`src/rtl/daf_pkg.sv`:
```
package daf_pkg;

   localparam int ADDR_BYTES = 6;
   localparam int ADDR_W     = ADDR_BYTES * 8;
   localparam int CRC_W      = 32;

   typedef struct packed {
      logic accept;
      logic miss;
      logic bcast;
      logic mcast;
   } daf_res_t;

endpackage

```
`src/rtl/daf_crc8.sv`:
```
// One byte of a reflected CRC, unrolled bit by bit (LSB of the byte first).
module daf_crc8 #(
   parameter int               CRC_W = 32,
   parameter logic [CRC_W-1:0] POLY  = 32'hEDB88320
) (
   input  logic [CRC_W-1:0] crc_in,
   input  logic [7:0]       data,
   output logic [CRC_W-1:0] crc_out
);

   logic [CRC_W-1:0] stage [0:8];

   assign stage[0] = crc_in;

   for (genvar i = 0; i < 8; i++) begin : g_bit
      assign stage[i+1] = (stage[i] >> 1) ^ ({CRC_W{stage[i][0] ^ data[i]}} & POLY);
   end

   assign crc_out = stage[8];

endmodule

```
`src/rtl/daf_collect.sv`:
```
// Gathers the address bytes, runs the CRC and flags the completing byte.
module daf_collect
   import daf_pkg::*;
#(
   parameter logic [CRC_W-1:0] POLY = 32'hEDB88320
) (
   input  logic              clk,
   input  logic              rst_n,
   input  logic              in_valid,
   input  logic              in_start,
   input  logic [7:0]        in_byte,
   output logic              last,
   output logic [ADDR_W-1:0] addr_full,
   output logic [CRC_W-1:0]  crc_full
);

   localparam int SR_W  = (ADDR_BYTES - 1) * 8;
   localparam int CNT_W = $clog2(ADDR_BYTES + 1);

   logic [CNT_W-1:0] cnt_q;
   logic [SR_W-1:0]  sr_q;
   logic [CRC_W-1:0] crc_q;
   logic [CRC_W-1:0] crc_seed;
   logic             busy;
   logic             take;

   assign busy     = (cnt_q != '0);
   assign take     = in_valid & (in_start | busy);
   assign last     = take & ~in_start & (cnt_q == CNT_W'(ADDR_BYTES - 1));
   assign crc_seed = in_start ? {CRC_W{1'b1}} : crc_q;

   daf_crc8 #(.CRC_W(CRC_W), .POLY(POLY)) u_crc (
      .crc_in  (crc_seed),
      .data    (in_byte),
      .crc_out (crc_full)
   );

   assign addr_full = {sr_q, in_byte};

   always_ff @(posedge clk) begin
      if (!rst_n) begin
         cnt_q <= '0;
         sr_q  <= '0;
         crc_q <= '1;
      end else if (take) begin
         sr_q  <= {sr_q[SR_W-9:0], in_byte};
         crc_q <= crc_full;
         if (last)
            cnt_q <= '0;
         else if (in_start)
            cnt_q <= CNT_W'(1);
         else
            cnt_q <= cnt_q + CNT_W'(1);
      end
   end

endmodule

```
`src/rtl/daf_decide.sv`:
```
// Combinational acceptance decision for one complete address.
module daf_decide
   import daf_pkg::*;
#(
   parameter int HASH_BITS = 6,
   parameter int REG_W     = (1 << HASH_BITS) / 2
) (
   input  logic [ADDR_W-1:0]    addr,
   input  logic [HASH_BITS-1:0] idx,
   input  logic [31:0]          sta_lo,
   input  logic [15:0]          sta_hi,
   input  logic [REG_W-1:0]     grp_lo,
   input  logic [REG_W-1:0]     grp_hi,
   input  logic [REG_W-1:0]     ind_lo,
   input  logic [REG_W-1:0]     ind_hi,
   input  logic                 prom,
   input  logic                 bc_rej,
   output daf_res_t             res
);

   logic [ADDR_W-1:0]     station;
   logic [ADDR_BYTES-1:0] byte_eq;
   logic                  sta_match;
   logic                  is_group;
   logic                  is_bcast;
   logic                  is_mcast;
   logic                  grp_bit;
   logic                  ind_bit;
   logic                  hit;
   logic [HASH_BITS-2:0]  sub;

   assign station = {sta_lo, sta_hi};

   for (genvar b = 0; b < ADDR_BYTES; b++) begin : g_byte
      assign byte_eq[b] = (addr[b*8 +: 8] == station[b*8 +: 8]);
   end

   assign sta_match = &byte_eq;
   assign is_group  = addr[ADDR_W-8];
   assign is_bcast  = &addr;
   assign is_mcast  = is_group & ~is_bcast;

   assign sub     = idx[HASH_BITS-2:0];
   assign grp_bit = idx[HASH_BITS-1] ? grp_hi[sub] : grp_lo[sub];
   assign ind_bit = idx[HASH_BITS-1] ? ind_hi[sub] : ind_lo[sub];

   always_comb begin
      if (is_bcast)
         hit = ~bc_rej;
      else if (is_group)
         hit = grp_bit;
      else
         hit = sta_match | ind_bit;
   end

   assign res.accept = hit | prom;
   assign res.miss   = prom & ~hit;
   assign res.bcast  = is_bcast;
   assign res.mcast  = is_mcast;

endmodule

```
`src/rtl/daf_filter.sv`:
```
module daf_filter
   import daf_pkg::*;
#(
   parameter int               HASH_BITS = 6,
   parameter logic [CRC_W-1:0] CRC_POLY  = 32'hEDB88320,
   localparam int              REG_W     = (1 << HASH_BITS) / 2
) (
   input  logic             clk,
   input  logic             rst_n,
   input  logic             in_valid,
   input  logic             in_start,
   input  logic [7:0]       in_byte,
   input  logic [31:0]      sta_lo,
   input  logic [15:0]      sta_hi,
   input  logic [REG_W-1:0] grp_lo,
   input  logic [REG_W-1:0] grp_hi,
   input  logic [REG_W-1:0] ind_lo,
   input  logic [REG_W-1:0] ind_hi,
   input  logic             cfg_prom,
   input  logic             cfg_bc_rej,
   output logic             res_valid,
   output logic             res_accept,
   output logic             res_miss,
   output logic             res_bcast,
   output logic             res_mcast
);

   if (HASH_BITS < 2 || HASH_BITS > 16) begin : g_bad_hash
      $error("daf_filter: HASH_BITS must lie in 2..16");
   end

   logic              last;
   logic [ADDR_W-1:0] addr_full;
   logic [CRC_W-1:0]  crc_full;
   daf_res_t          res_d;
   daf_res_t          res_q;
   logic              valid_q;

   daf_collect #(.POLY(CRC_POLY)) u_collect (
      .clk       (clk),
      .rst_n     (rst_n),
      .in_valid  (in_valid),
      .in_start  (in_start),
      .in_byte   (in_byte),
      .last      (last),
      .addr_full (addr_full),
      .crc_full  (crc_full)
   );

   daf_decide #(.HASH_BITS(HASH_BITS), .REG_W(REG_W)) u_decide (
      .addr   (addr_full),
      .idx    (crc_full[CRC_W-1 -: HASH_BITS]),
      .sta_lo (sta_lo),
      .sta_hi (sta_hi),
      .grp_lo (grp_lo),
      .grp_hi (grp_hi),
      .ind_lo (ind_lo),
      .ind_hi (ind_hi),
      .prom   (cfg_prom),
      .bc_rej (cfg_bc_rej),
      .res    (res_d)
   );

   always_ff @(posedge clk) begin
      if (!rst_n) begin
         valid_q <= 1'b0;
         res_q   <= '0;
      end else begin
         valid_q <= last;
         if (last)
            res_q <= res_d;
      end
   end

   assign res_valid  = valid_q;
   assign res_accept = res_q.accept;
   assign res_miss   = res_q.miss;
   assign res_bcast  = res_q.bcast;
   assign res_mcast  = res_q.mcast;

endmodule

```
`config.mk`:
```
export PLATFORM = sky130hd
export DESIGN_NAME = daf_filter
export DESIGN_NICKNAME = d
export VERILOG_FILES = /design/src/rtl/daf_pkg.sv /design/src/rtl/daf_crc8.sv /design/src/rtl/daf_collect.sv /design/src/rtl/daf_decide.sv /design/src/rtl/daf_filter.sv
export SDC_FILE = /design/constraint.sdc
export NUM_CORES = 1
export LEC_CHECK = 0
export BUFFER_PORTS_ARGS = -buffer_cell sky130_fd_sc_hd__buf_4
export CORE_AREA = 2 2 110 112
export CTS_CLUSTER_SIZE = 16
export DETAILED_ROUTE_END_ITERATION = 10
export DIE_AREA = 0 0 112 114
export PLACE_DENSITY = 0.88
export SYNTH_ARGS = -nofsm -noshare
export SYNTH_HDL_FRONTEND = slang
export SYNTH_SLANG_ARGS = --single-unit
```
`constraint.sdc`:
```
create_clock -name clk -period 3.8 [get_ports clk]
set_input_delay 0.19 -clock clk [delete_from_list [all_inputs] [get_ports clk]]
set_output_delay 0.19 -clock clk [all_outputs]
set_load 0.01 [all_outputs]
```
After elaboration in Yosys (flattened, before gate mapping). Cells that the tools add are included.

Flip-flop bits (word level): 80. Bits of input ports: 190. Output and inout port bits: 5. Word-level logic and storage cells: 63.

Add/sub/neg operators: 1. Magnitude comparators: 1. Equal/unequal tests: 7. Muxes and demuxes: 15. Bitwise operators: 28. Reduce and logical (&&, ||, !) cells: 3.

Operators by type and width (count): $xor 31x32->32 (8); $eq 8x8->1 (6); $reduce_and 48->1 (1); $mux 32 (1); $bmux 1 s5 (4); $mux 1 (8); $xor 1x1->1 (8); $lt 5x6->1 const B (1); $mux 3 (2); $reduce_and 6->1 (1); $and 1x1->1 (5); $not 1->1 (4); $add 3x1->3 const B (1); $eq 3x3->1 const B (1); $or 1x1->1 (3); $reduce_bool 3->1 (1).

Logic depth before layout (Yosys ltp). Gate-level depths: netlist of the first run.

Depth after elaboration: 25. Depth in mapped cells: 14. Gate-level depth less buffers: 11.

Hierarchy. From an unflattened synthesis of the first run, not the netlist that was laid out.

Cell total of the unflattened synthesis: 609. Area, all modules: 6284.8 um2.

Modules (own cells, without submodules): daf_collect (times used 1, cells each 345, area each 3233.1 um2, seq. area each 1501.4 um2); daf_decide (times used 1, cells each 183, area each 1898.1 um2, seq. area each 0.0 um2); daf_crc8 (times used 1, cells each 66, area each 969.7 um2, seq. area each 0.0 um2); daf_filter (times used 1, cells each 15, area each 183.9 um2, seq. area each 100.1 um2).

Worst setup path before layout of the first run. Ideal clock, no wire load.

Kind: flip-flop to flip-flop. Start: register u_collect.crc_q[4]. End: register res_q (netlist bit res_accept). Setup time: 120 ps. Arrival: 2984 ps. Data required time: 3680 ps. Path slack: 696 ps. Cell stages (with the launch flop): 12. Buffers on the path: 1. Clock period less this slack: 3104 ps. Cell sequence: dfxtp_1 nor2_4 xnor2_2 xnor3_2 xnor3_2 buf_6 mux4_2 a21oi_1 o211ai_1 nor4_2 a221oi_2 o31a_1.

Word-level cells in the longest chain between the ends: 17. Elaborated cells between the ends (all ways): 24. Those cells by class: 13 x mux; 11 x bitwise.

Ends and longest elaborated chain: start: declaration (RTL line daf_collect.sv:22) `logic [CRC_W-1:0] crc_q;`; start signal: assignment (RTL line daf_collect.sv:47) `crc_q <= crc_full;`; $mux 32 (*) (RTL line daf_collect.sv:30) `assign crc_seed = in_start ? {CRC_W{1'b1}} : crc_q;`; $xor 31x32->32 (*) (4 in a row) (RTL line daf_crc8.sv:16) `assign stage[i+1] = (stage[i] >> 1) ^ ({CRC_W{stage[i][0] ^ data[i]}} & POLY);`; $xor 1x1->1 (*) (RTL line daf_crc8.sv:16); $xor 31x32->32 (*) (4 in a row) (RTL line daf_crc8.sv:16); $bmux 1 s5 (RTL line daf_decide.sv:45) `assign ind_bit = idx[HASH_BITS-1] ? ind_hi[sub] : ind_lo[sub];`; $mux 1 (implied by the code) (RTL line daf_decide.sv:45); $mux 1 (RTL line daf_decide.sv:45); $or 1x1->1 (RTL line daf_decide.sv:53) `hit = sta_match | ind_bit;`; $mux 1 (*) (RTL line daf_decide.sv:50) `else if (is_group)`; $mux 1 (*) (RTL line daf_decide.sv:48) `if (is_bcast)`; $or 1x1->1 (*) (RTL line daf_decide.sv:56) `assign res.accept = hit | prom;`; end signal: assignment (RTL line daf_filter.sv:71) `res_q <= res_d;`; end: declaration (RTL line daf_filter.sv:36) `daf_res_t res_q;`.

Every way passes the cells marked *; elsewhere a longest branch is shown, timed or not. The select of a mux whose other input is x is not followed. A chain may end at the register's enable or synchronous reset.

Worst setup path after layout of the first run.
Start: register u_collect.crc_q[1]. End: register res_q (netlist bit res_miss).

Word-level cells in the longest chain between the ends: 19. Elaborated cells between the ends (all ways): 26. Those cells by class: 13 x mux; 13 x bitwise.

Ends and longest elaborated chain: $mux 32 (*) (RTL line daf_collect.sv:30); $xor 31x32->32 (*) (RTL line daf_crc8.sv:16); $xor 1x1->1 (*) (RTL line daf_crc8.sv:16); $xor 31x32->32 (*) (6 in a row) (RTL line daf_crc8.sv:16); $xor 1x1->1 (*) (RTL line daf_crc8.sv:16); $xor 31x32->32 (*) (RTL line daf_crc8.sv:16); $bmux 1 s5 (RTL line daf_decide.sv:45); $mux 1 (implied by the code) (RTL line daf_decide.sv:45); $mux 1 (RTL line daf_decide.sv:45); $or 1x1->1 (RTL line daf_decide.sv:53); $mux 1 (*) (RTL line daf_decide.sv:50); $mux 1 (*) (RTL line daf_decide.sv:48); $not 1->1 (*) (RTL line daf_decide.sv:57) `assign res.miss = prom & ~hit;`; $and 1x1->1 (*) (RTL line daf_decide.sv:57).

Marked as above.

==> impl_metrics.csv, run 1 <==
group,metric,value,unit
worst_hold_path,hp-class,"input pin to register",
setup_path,crit_fanout,8,
placed_design,postPlaceCellArea,7490,um2
route,ant_nets,0,
pwr,leakagePower,3.10,nW
layout,drive_gt1_share,28.2,%
setup_path,cp.arrival,3.67,ns
synthesis,syn_area,5930,um2
clock_tree,clock-root-buffer,"clkbuf_16",
floorplan,io_pins,195,
global_route,antenna_found_initial,0,
clock_tree,cts_tree,"done",
pwr,peakVddDrop,0.000351,V
timing,finalSetupViolations,0,
synthesis,syn_inst,715,
route,wl_per_cell,18.4,um
global_route,grt_usage,29.4,%
timing,setup_tns,0,ns
synthesis,synth_warnings,0,
route,drt-pass1-iter-count,5,
timing,post-route-period-util,91.4,%
layout,syn_to_final_growth,31.2,%
layout,antenna_cells,0,
timing,drv_slew,0,
timing,min_period,3.47,ns
synthesis,async_flop_share,0,%
setup_path,startpoint_type,"register",
clock_tree,cts_setup_buffers,0,
floorplan,die_h,114,um
layout,final_cell_mix,"buf_4, nand2_1, xnor2_1",
clock_tree,numClockSinks,80,
clock_tree,holdBufCountCts,0,
setup_path,required,4.00,ns
clock_tree,path_clk_slew,0.06,ns
synthesis,synth_ff_type,"dfxtp_1",
timing,fmax,0.288,GHz
route,drc,0,
placed_design,dp.cells,1029,
timing,hold_violations,0,
global_route,grt_start_max_net_pins,82,
global_route,grt_pass1_wl,29700,um
clock_tree,clockBufferDepth,2,
flow_run,drv_cap,0,
synthesis,synth_nets,908,
floorplan,row_count,40,
placed_design,gp_congestion,0.942,
floorplan,core_area,11700,um2
floorplan,die-width,112,um
route,wl,19200,um
layout,nNetsFinal,1086,
synthesis,synth_cell_types,53,
clock_tree,cts_max_level,3,
layout,stdcell_area,7780,um2
timing,tightest_slew,0.830,ns
timing,finClkSkew,0.00699,ns
pwr,powerDensity,452,nW/um2
clock_tree,cts_buffers,9,
floorplan,dieArea,12800,um2
pwr,design_power_total,3.52,mW
setup_path,worst_setup_path_end_kind,"register",
layout,fin_cells,1044,
outcome,status,"finished clean",
route,drtIter0Drc,659,
route,post_drt_via_cell_ratio,5.87,
placed_design,hpwl,14700,um
clock_tree,cts_resized,0,
synthesis,yosys_register_bits,80,
clock_tree,clock_latency,0.34,ns
global_route,overflow,0,
route,vias,6125,
placed_design,port_buffers,194,
setup_path,criticalPathCategory,"register to register",
synthesis,syn_avg_cell_area,8.30,um2
synthesis,synth_edf_count,0,
global_route,grt_pass1_vias,5990,
timing,relSlewSlack,44.7,%
floorplan,initial_utilization,50.7,%
timing,rsz0062_at_grt,"no",
layout,layout_commonest_cell,"buf_4",
synthesis,seq_area_frac_synth,27.0,%
[worst max-delay path, cell delays in order (launching register included)]
cell	delay [ns]
dfxtp_1	0.33
xnor2_2	0.24
nor2_4	0.08
xnor3_1	0.56
mux2i_1	0.53
o22ai_1	0.17
nor4_1	0.58
a21oi_1	0.08
nand4_1	0.12
a21oi_1	0.06
a221oi_2	0.42
o21ai_0	0.16
[routing by layer]
| layer | vias up | wire [um] | GRT usage (%) |
|---|---|---|---|
| li1 | 2849 | - | - |
| met1 | 2848 | 7240 | 35.7 |
| met2 | 372 | 9650 | 51.9 |
| met3 | 56 | 1690 | 5.10 |
| met4 | 0 | 674 | 12.0 |
| met5 | - | 0 | 0 |
[final timing paths]
kind | endpoint | depth (start not counted) | start | slack, ns
worst max-delay path | res_miss | 11 | u_collect.crc_q[1] | 0.33
worst max register to register | res_miss | 11 | u_collect.crc_q[1] | 0.33
worst min-delay path | res_accept | 2 | cfg_prom | 0.11
worst min register to register | res_mcast | 2 | res_mcast | 0.48
[metrics by stage]
step	hold WS (ns)	worst slack, ns	util [%]
floorplan	0.326	0.696	-
global route	0.126	0.171	66.5
global placement	0.431	0.500	64.0
CTS	0.101	0.387	66.5
finish	0.107	0.328	66.5
detailed placement	0.440	0.408	64.0
[cells in the mapped netlist, types with 8 or more instances]
| master | count | share of area (%) |
|---|---|---|
| a21oi_1 | 8 | 0.67 |
| nor4_1 | 10 | 1.1 |
| nand3_1 | 13 | 1.1 |
| nand4_1 | 28 | 3.0 |
| xor2_1 | 20 | 3.0 |
| nor2_1 | 44 | 2.8 |
| o22ai_1 | 12 | 1.3 |
| xnor2_1 | 111 | 16 |
| o211ai_1 | 33 | 4.2 |
| dfxtp_1 | 80 | 27 |
| a21boi_0 | 44 | 5.6 |
| nand2_1 | 161 | 10 |
| nor3_1 | 11 | 0.93 |
| o21ai_0 | 8 | 0.67 |
| clkbuf_1 | 25 | 1.6 |
| mux2i_1 | 18 | 3.0 |
[flip-flops by register name, summed over array words and instances, names as in the netlist]
| signal | count |
|---|---|
| u_collect.sr_q | 40 |
| u_collect.crc_q | 32 |
| u_collect.cnt_q | 3 |
| res_accept | 1 |
| res_bcast | 1 |
| res_mcast | 1 |
| res_miss | 1 |
| res_valid | 1 |
[where the power goes]
group	switching, mW	internal [mW]
Sequential	0.0517	0.894
Clock	0.362	0.509
Combinational	0.856	0.849
Total	1.27	2.25
[cells by family (layout without fill, tap and decap cells)]
kind of cell,Yosys count,in the layout,synth area share [%]
flops,80,80,27.0
xor+xnor,142,142,22.9
buf+inv,51,233,4.17
compound gates,129,129,15.9
fa+ha+maj,3,3,0.633
mux,33,33,8.79
simple gates,277,277,20.6
[final cells by class]
type / count / area [um2]
clock inverters: 6 / 67.6
flip-flops and latches: 80 / 1600
well taps: 147 / 184
multi-input cells: 584 / 4090
repair buffers: 213 / 1600
fillers: 984 / 3930
clock buffers: 9 / 225
inverters: 5 / 18.8
Power figures use the tool's default switching activity.
==> inputs of run 2 (changes only) <==
--- a/config.mk
+++ b/config.mk
@@ -10,7 +10,8 @@
 export CTS_CLUSTER_SIZE = 16
 export DETAILED_ROUTE_END_ITERATION = 10
 export DIE_AREA = 0 0 112 114
-export PLACE_DENSITY = 0.88
+export PLACE_DENSITY = 0.84
+export SKIP_CTS_REPAIR_TIMING = 1
 export SYNTH_ARGS = -nofsm -noshare
 export SYNTH_HDL_FRONTEND = slang
 export SYNTH_SLANG_ARGS = --single-unit
==> impl_metrics.csv, run 2 (same netlist as run 1, synthesis figures left out) <==
group,metric,value,unit
route,ant_nets,0,
clock_tree,cts_buffers,9,
setup_path,reg2reg_depth,11,
clock_tree,cts_tree,"done",
layout,multi_input_area,4090,um2
global_route,grt_start_max_net_pins,82,
pwr,power_switching,1.27,mW
timing,relSlewSlack,43.2,%
clock_tree,clockBufferDepth,2,
route,vias,6002,
layout,area.sequential,1600,um2
pwr,combPwrFrac,47.7,%
floorplan,die_h,114,um
route,drt-pass1-iter-count,7,
clock_tree,numClockSinks,80,
timing,hold_violations,0,
pwr,powerDensity,460,nW/um2
layout,nNetsFinal,1085,
layout,fin_cells,1043,
timing,fmax,0.282,GHz
pwr,power.internal,2.32,mW
timing,finClkSkew,0.00776,ns
floorplan,dieArea,12800,um2
layout,fillCellCount,966,
setup_path,cp.arrival,3.74,ns
flow_run,drv_cap,0,
setup_path,worst_setup_path_end_kind,"register",
worst_hold_path,hp-class,"input pin to register",
setup_path,required,4.00,ns
pwr,swShare,35.4,%
layout,top_register,"u_collect.sr_q",
placed_design,port_buffers,194,
route,post_drt_via_cell_ratio,5.75,
placed_design,hpwl,14400,um
global_route,grt_pass1_wl,29400,um
pwr,leakagePower,3.11,nW
setup_path,crit_fanout,8,
setup_path,criticalPathCategory,"register to register",
timing,rsz0062_at_grt,"no",
layout,antenna_cells,0,
clock_tree,clock-root-buffer,"clkbuf_16",
route,drc,0,
setup_path,r2r-end,"res_miss",
outcome,status,"finished clean",
layout,drive_gt1_share,28.1,%
layout,syn_to_final_growth,31.7,%
setup_path,startpoint_type,"register",
timing,drv_slew,0,
setup_path,cp-endpoint,"res_miss",
floorplan,die-width,112,um
timing,finalSetupViolations,0,
floorplan,core_area,11700,um2
worst_hold_path,min_path_cells,2,
timing,min_period,3.54,ns
global_route,grt_usage,28.8,%
layout,layout_commonest_cell,"buf_4",
floorplan,io_pins,195,
floorplan,initial_utilization,50.7,%
timing,setup_tns,0,ns
floorplan,row_count,40,
placed_design,gp_congestion,0.915,
placed_design,dp.cells,1028,
clock_tree,cts_max_level,3,
pwr,clkPwrFrac,26.0,%
timing,post-route-period-util,93.2,%
setup_path,regToRegSetupSlack,0.26,ns
clock_tree,path_clk_slew,0.06,ns
global_route,overflow,0,
route,drtIter0Drc,530,
global_route,antenna_found_initial,0,
timing,tightest_slew,0.852,ns
setup_path,critPathLaunch,"u_collect.crc_q[7]",
layout,largest_registers,"u_collect.sr_q (40), u_collect.crc_q (32), u_collect.cnt_q (3)",
global_route,grt_pass1_vias,5900,
pwr,peakVddDrop,0.000428,V
route,wl,18700,um
route,wl_per_cell,18.0,um
pwr,seqPwrFrac,26.3,%
clock_tree,clock_latency,0.34,ns
layout,final_cell_mix,"buf_4, nand2_1, xnor2_1",
layout,largest_register_ff_count,40,
setup_path,reg2reg_from,"u_collect.crc_q[7]",
run 2: final cells by class:
| type | count | share of cell area (%) |
|---|---|---|
| Sequential cell | 80 | 20.5 |
| Clock buffer | 9 | 2.88 |
| Inverter | 5 | 0.240 |
| Timing Repair Buffer | 212 | 20.5 |
| Multi-Input combinational cell | 584 | 52.3 |
| Clock inverter | 6 | 1.18 |
| Tap cell | 147 | 2.35 |
run 2: power groups by stage:
stage	Combinational, mW	Sequential, mW	Clock [mW]
2_1_floorplan	1.26	0.945	0
3_3_place_gp	1.67	0.959	0
3_5_place_dp	1.69	0.962	0
4_1_cts	1.70	0.945	0.938
5_1_grt	1.84	0.951	0.973
6_report	1.71	0.946	0.936
run 2: metrics by stage:
| step | util [%] | total power, mW | setup slack, ns | cell area (um2) | hold slack [ns] |
|---|---|---|---|---|---|
| 6_report | 66.7 | 3.60 | 0.260 | 7820 | 0.0946 |
| 5_1_grt | 66.7 | 3.76 | 0.0161 | 7820 | 0.0912 |
| 4_1_cts | 66.7 | 3.59 | 0.432 | 7820 | 0.0899 |
| 3_5_place_dp | 64.0 | 2.65 | 0.456 | 7500 | 0.431 |
| 3_3_place_gp | 64.0 | 2.62 | 0.472 | 7500 | 0.427 |
| 2_1_floorplan | - | 2.21 | 0.696 | 5930 | 0.326 |
run 2: worst min-delay path by stage:
stage	slack, ns	start	to
floorplan	0.33	cfg_prom	res_accept
global placement	0.43	cfg_prom	res_accept
detailed placement	0.43	cfg_prom	res_accept
CTS	0.09	cfg_prom	res_accept
global route	0.09	cfg_prom	res_accept
finish	0.09	cfg_prom	res_accept
run 2: per-layer routing:
layer  vias to the layer above  part of all wire (%)  track usage, %
met1                      2757                    38            35.6
met3                        49                   8.6            5.31
met2                       340                    49            49.9
met5                         -                     0               0
met4                         0                   3.7            11.9
li1                       2856                     -               -
run 2: critical path, stage by stage, from the launching register on:
cell	delay (ns)
dfxtp_1	0.40
xnor2_2	0.16
nor2_4	0.08
xnor3_1	0.57
mux2i_1	0.62
o22ai_1	0.18
nor4_1	0.57
a21oi_1	0.08
nand4_1	0.11
a21oi_1	0.06
a221oi_2	0.43
o21ai_0	0.15
==> inputs of run 3 (changes only) <==
--- a/config.mk
+++ b/config.mk
@@ -6,11 +6,11 @@
 export NUM_CORES = 1
 export LEC_CHECK = 0
 export BUFFER_PORTS_ARGS = -buffer_cell sky130_fd_sc_hd__buf_4
-export CORE_AREA = 2 2 110 112
+export CORE_AREA = 2 2 158 160
 export CTS_CLUSTER_SIZE = 16
 export DETAILED_ROUTE_END_ITERATION = 10
-export DIE_AREA = 0 0 112 114
-export PLACE_DENSITY = 0.84
+export DIE_AREA = 0 0 160 162
+export PLACE_DENSITY = 0.48
 export SKIP_CTS_REPAIR_TIMING = 1
 export SYNTH_ARGS = -nofsm -noshare
 export SYNTH_HDL_FRONTEND = slang
==> impl_metrics.csv, run 3 (same netlist as run 1, synthesis figures left out) <==
group,metric,value,unit
outcome,status,"finished clean",
global_route,antenna_found_initial,0,
route,wl_met2,10600,um
route,ant_nets,0,
setup_path,reg2reg_from,"u_collect.crc_q[4]",
setup_path,crit_path_top_delay_cell,"a211oi_1",
placed_design,postPlaceCellArea,7730,um2
worst_hold_path,min_path_cells,2,
clock_tree,clock_latency,0.34,ns
layout,layout_commonest_cell,"buf_4",
route,dr_wl_met3,1350,um
clock_tree,cts_tree,"done",
pwr,powerDensity,454,nW/um2
pwr,combPwrFrac,47.7,%
pwr,seqPwrFrac,25.8,%
setup_path,r2r-end,"res_accept",
global_route,grt_usage,17.1,%
pwr,power_switching,1.32,mW
floorplan,die_h,162,um
worst_hold_path,hp-class,"input pin to register",
setup_path,cp_top_family,"compound AO/OA/AOI/OAI gates",
layout,top_register,"u_collect.sr_q",
pwr,peakVddDrop,0.000247,V
route,wl_per_cell,18.2,um
pwr,design_power_total,3.66,mW
flow_run,drv_cap,0,
route,highest_layer,"met4",
pwr,swShare,36.1,%
clock_tree,numClockSinks,80,
clock_tree,cts_max_level,3,
route,drc,0,
layout,stdcell_area,8060,um2
route,drt-pass1-iter-count,5,
floorplan,io_pins,195,
floorplan,core_area,24100,um2
timing,fmax,0.290,GHz
setup_path,cpPeakStageDelay,0.64,ns
global_route,overflow,0,
pwr,clkPwrFrac,26.5,%
timing,relSlewSlack,46.8,%
setup_path,regToRegSetupSlack,0.36,ns
global_route,grt_pass1_vias,5931,
global_route,grt_pass1_wl,34100,um
floorplan,dieArea,25900,um2
global_route,grt_start_max_net_pins,82,
setup_path,crit_path_cell_trace,"xor2_1, nand3_1, a211oi_1, mux2i_1, buf_4, o22ai_1, nor4_1, a41oi_1, o211ai_1, nor4_2, a221oi_2, o31a_1",
route,wl_met1,9860,um
route,post_drt_via_cell_ratio,4.68,
layout,drive_gt1_share,28.2,%
clock_tree,path_clk_slew,0.06,ns
placed_design,hpwl,17400,um
timing,setup_tns,0,ns
layout,final_cell_mix,"buf_4, nand2_1, xnor2_1",
timing,rsz0062_at_grt,"no",
setup_path,crit_fanout,6,
layout,nNetsFinal,1086,
timing,hold_violations,0,
layout,antenna_cells,0,
timing,min_period,3.44,ns
clock_tree,cts_buffers,9,
layout,largest_register_ff_count,40,
floorplan,row_count,57,
timing,tightest_slew,0.798,ns
pwr,power.internal,2.34,mW
timing,drv_slew,0,
setup_path,required,4.03,ns
clock_tree,clock-root-buffer,"clkbuf_16",
layout,syn_to_final_growth,35.8,%
timing,post-route-period-util,90.6,%
route,drtIter0Drc,358,
floorplan,initial_utilization,24.6,%
setup_path,critPathLaunch,"u_collect.crc_q[4]",
setup_path,path_buf_inv,1,
layout,largest_registers,"u_collect.sr_q (40), u_collect.crc_q (32), u_collect.cnt_q (3)",
setup_path,reg2reg_depth,12,
placed_design,port_buffers,194,
route,vias,5721,
timing,finalSetupViolations,0,
placed_design,gp_congestion,0.859,
timing,finClkSkew,0.00972,ns
setup_path,worst_setup_path_end_kind,"register",
setup_path,cp.arrival,3.68,ns
worst_hold_path,min-delay-start,"cfg_prom",
setup_path,startpoint_type,"register",
route,wl,22300,um
setup_path,criticalPathCategory,"register to register",
pwr,leakagePower,3.13,nW
clock_tree,clockBufferDepth,2,
worst_hold_path,holdPathEnd,"res_accept",
floorplan,die-width,160,um
==> run 3: power by group through the flow <==
stage	Clock (mW)	Combinational (mW)	Sequential, mW
final	0.968	1.74	0.943
after global routing	1.03	1.88	0.951
after CTS	0.992	1.77	0.943
after detailed placement	0	1.76	0.962
after global placement	0	1.75	0.962
after floorplan	0	1.26	0.945
==> run 3: area by class of cell <==
class                      count  area [um2]
clock inverter                 6        90.1
multi-input combinational    584        4090
timing repair buffer         213        1610
tap                          324         405
clock buffer                  10         239
fill                        2609       16000
sequential                    80        1600
inverter                       5        18.8
==> run 3: worst max-delay path by stage <==
stage / end / depth (start not counted)
after CTS: res_accept / 12
after detailed placement: res_miss / 13
after global routing: res_miss / 11
final: res_accept / 12
after global placement: res_accept / 12
after floorplan: res_accept / 11
==> run 3: metrics by stage <==
| stage | hold slack (ns) | util (%) | instances | setup WS (ns) |
|---|---|---|---|---|
| after floorplan | 0.326 | - | 715 | 0.696 |
| after global placement | 0.445 | 32.1 | 1206 | 0.471 |
| after detailed placement | 0.452 | 32.1 | 1206 | 0.428 |
| after CTS | 0.0938 | 33.4 | 1222 | 0.447 |
| after global routing | 0.107 | 33.4 | 1222 | 0.185 |
| final | 0.102 | 33.4 | 1222 | 0.356 |
==> run 3: metal layers <==
layer | vias to the layer above | GRT usage, %
met4 | 0 | 4.75
met1 | 2648 | 21.7
li1 | 2860 | -
met2 | 194 | 29.3
met3 | 19 | 3.52
met5 | - | 0
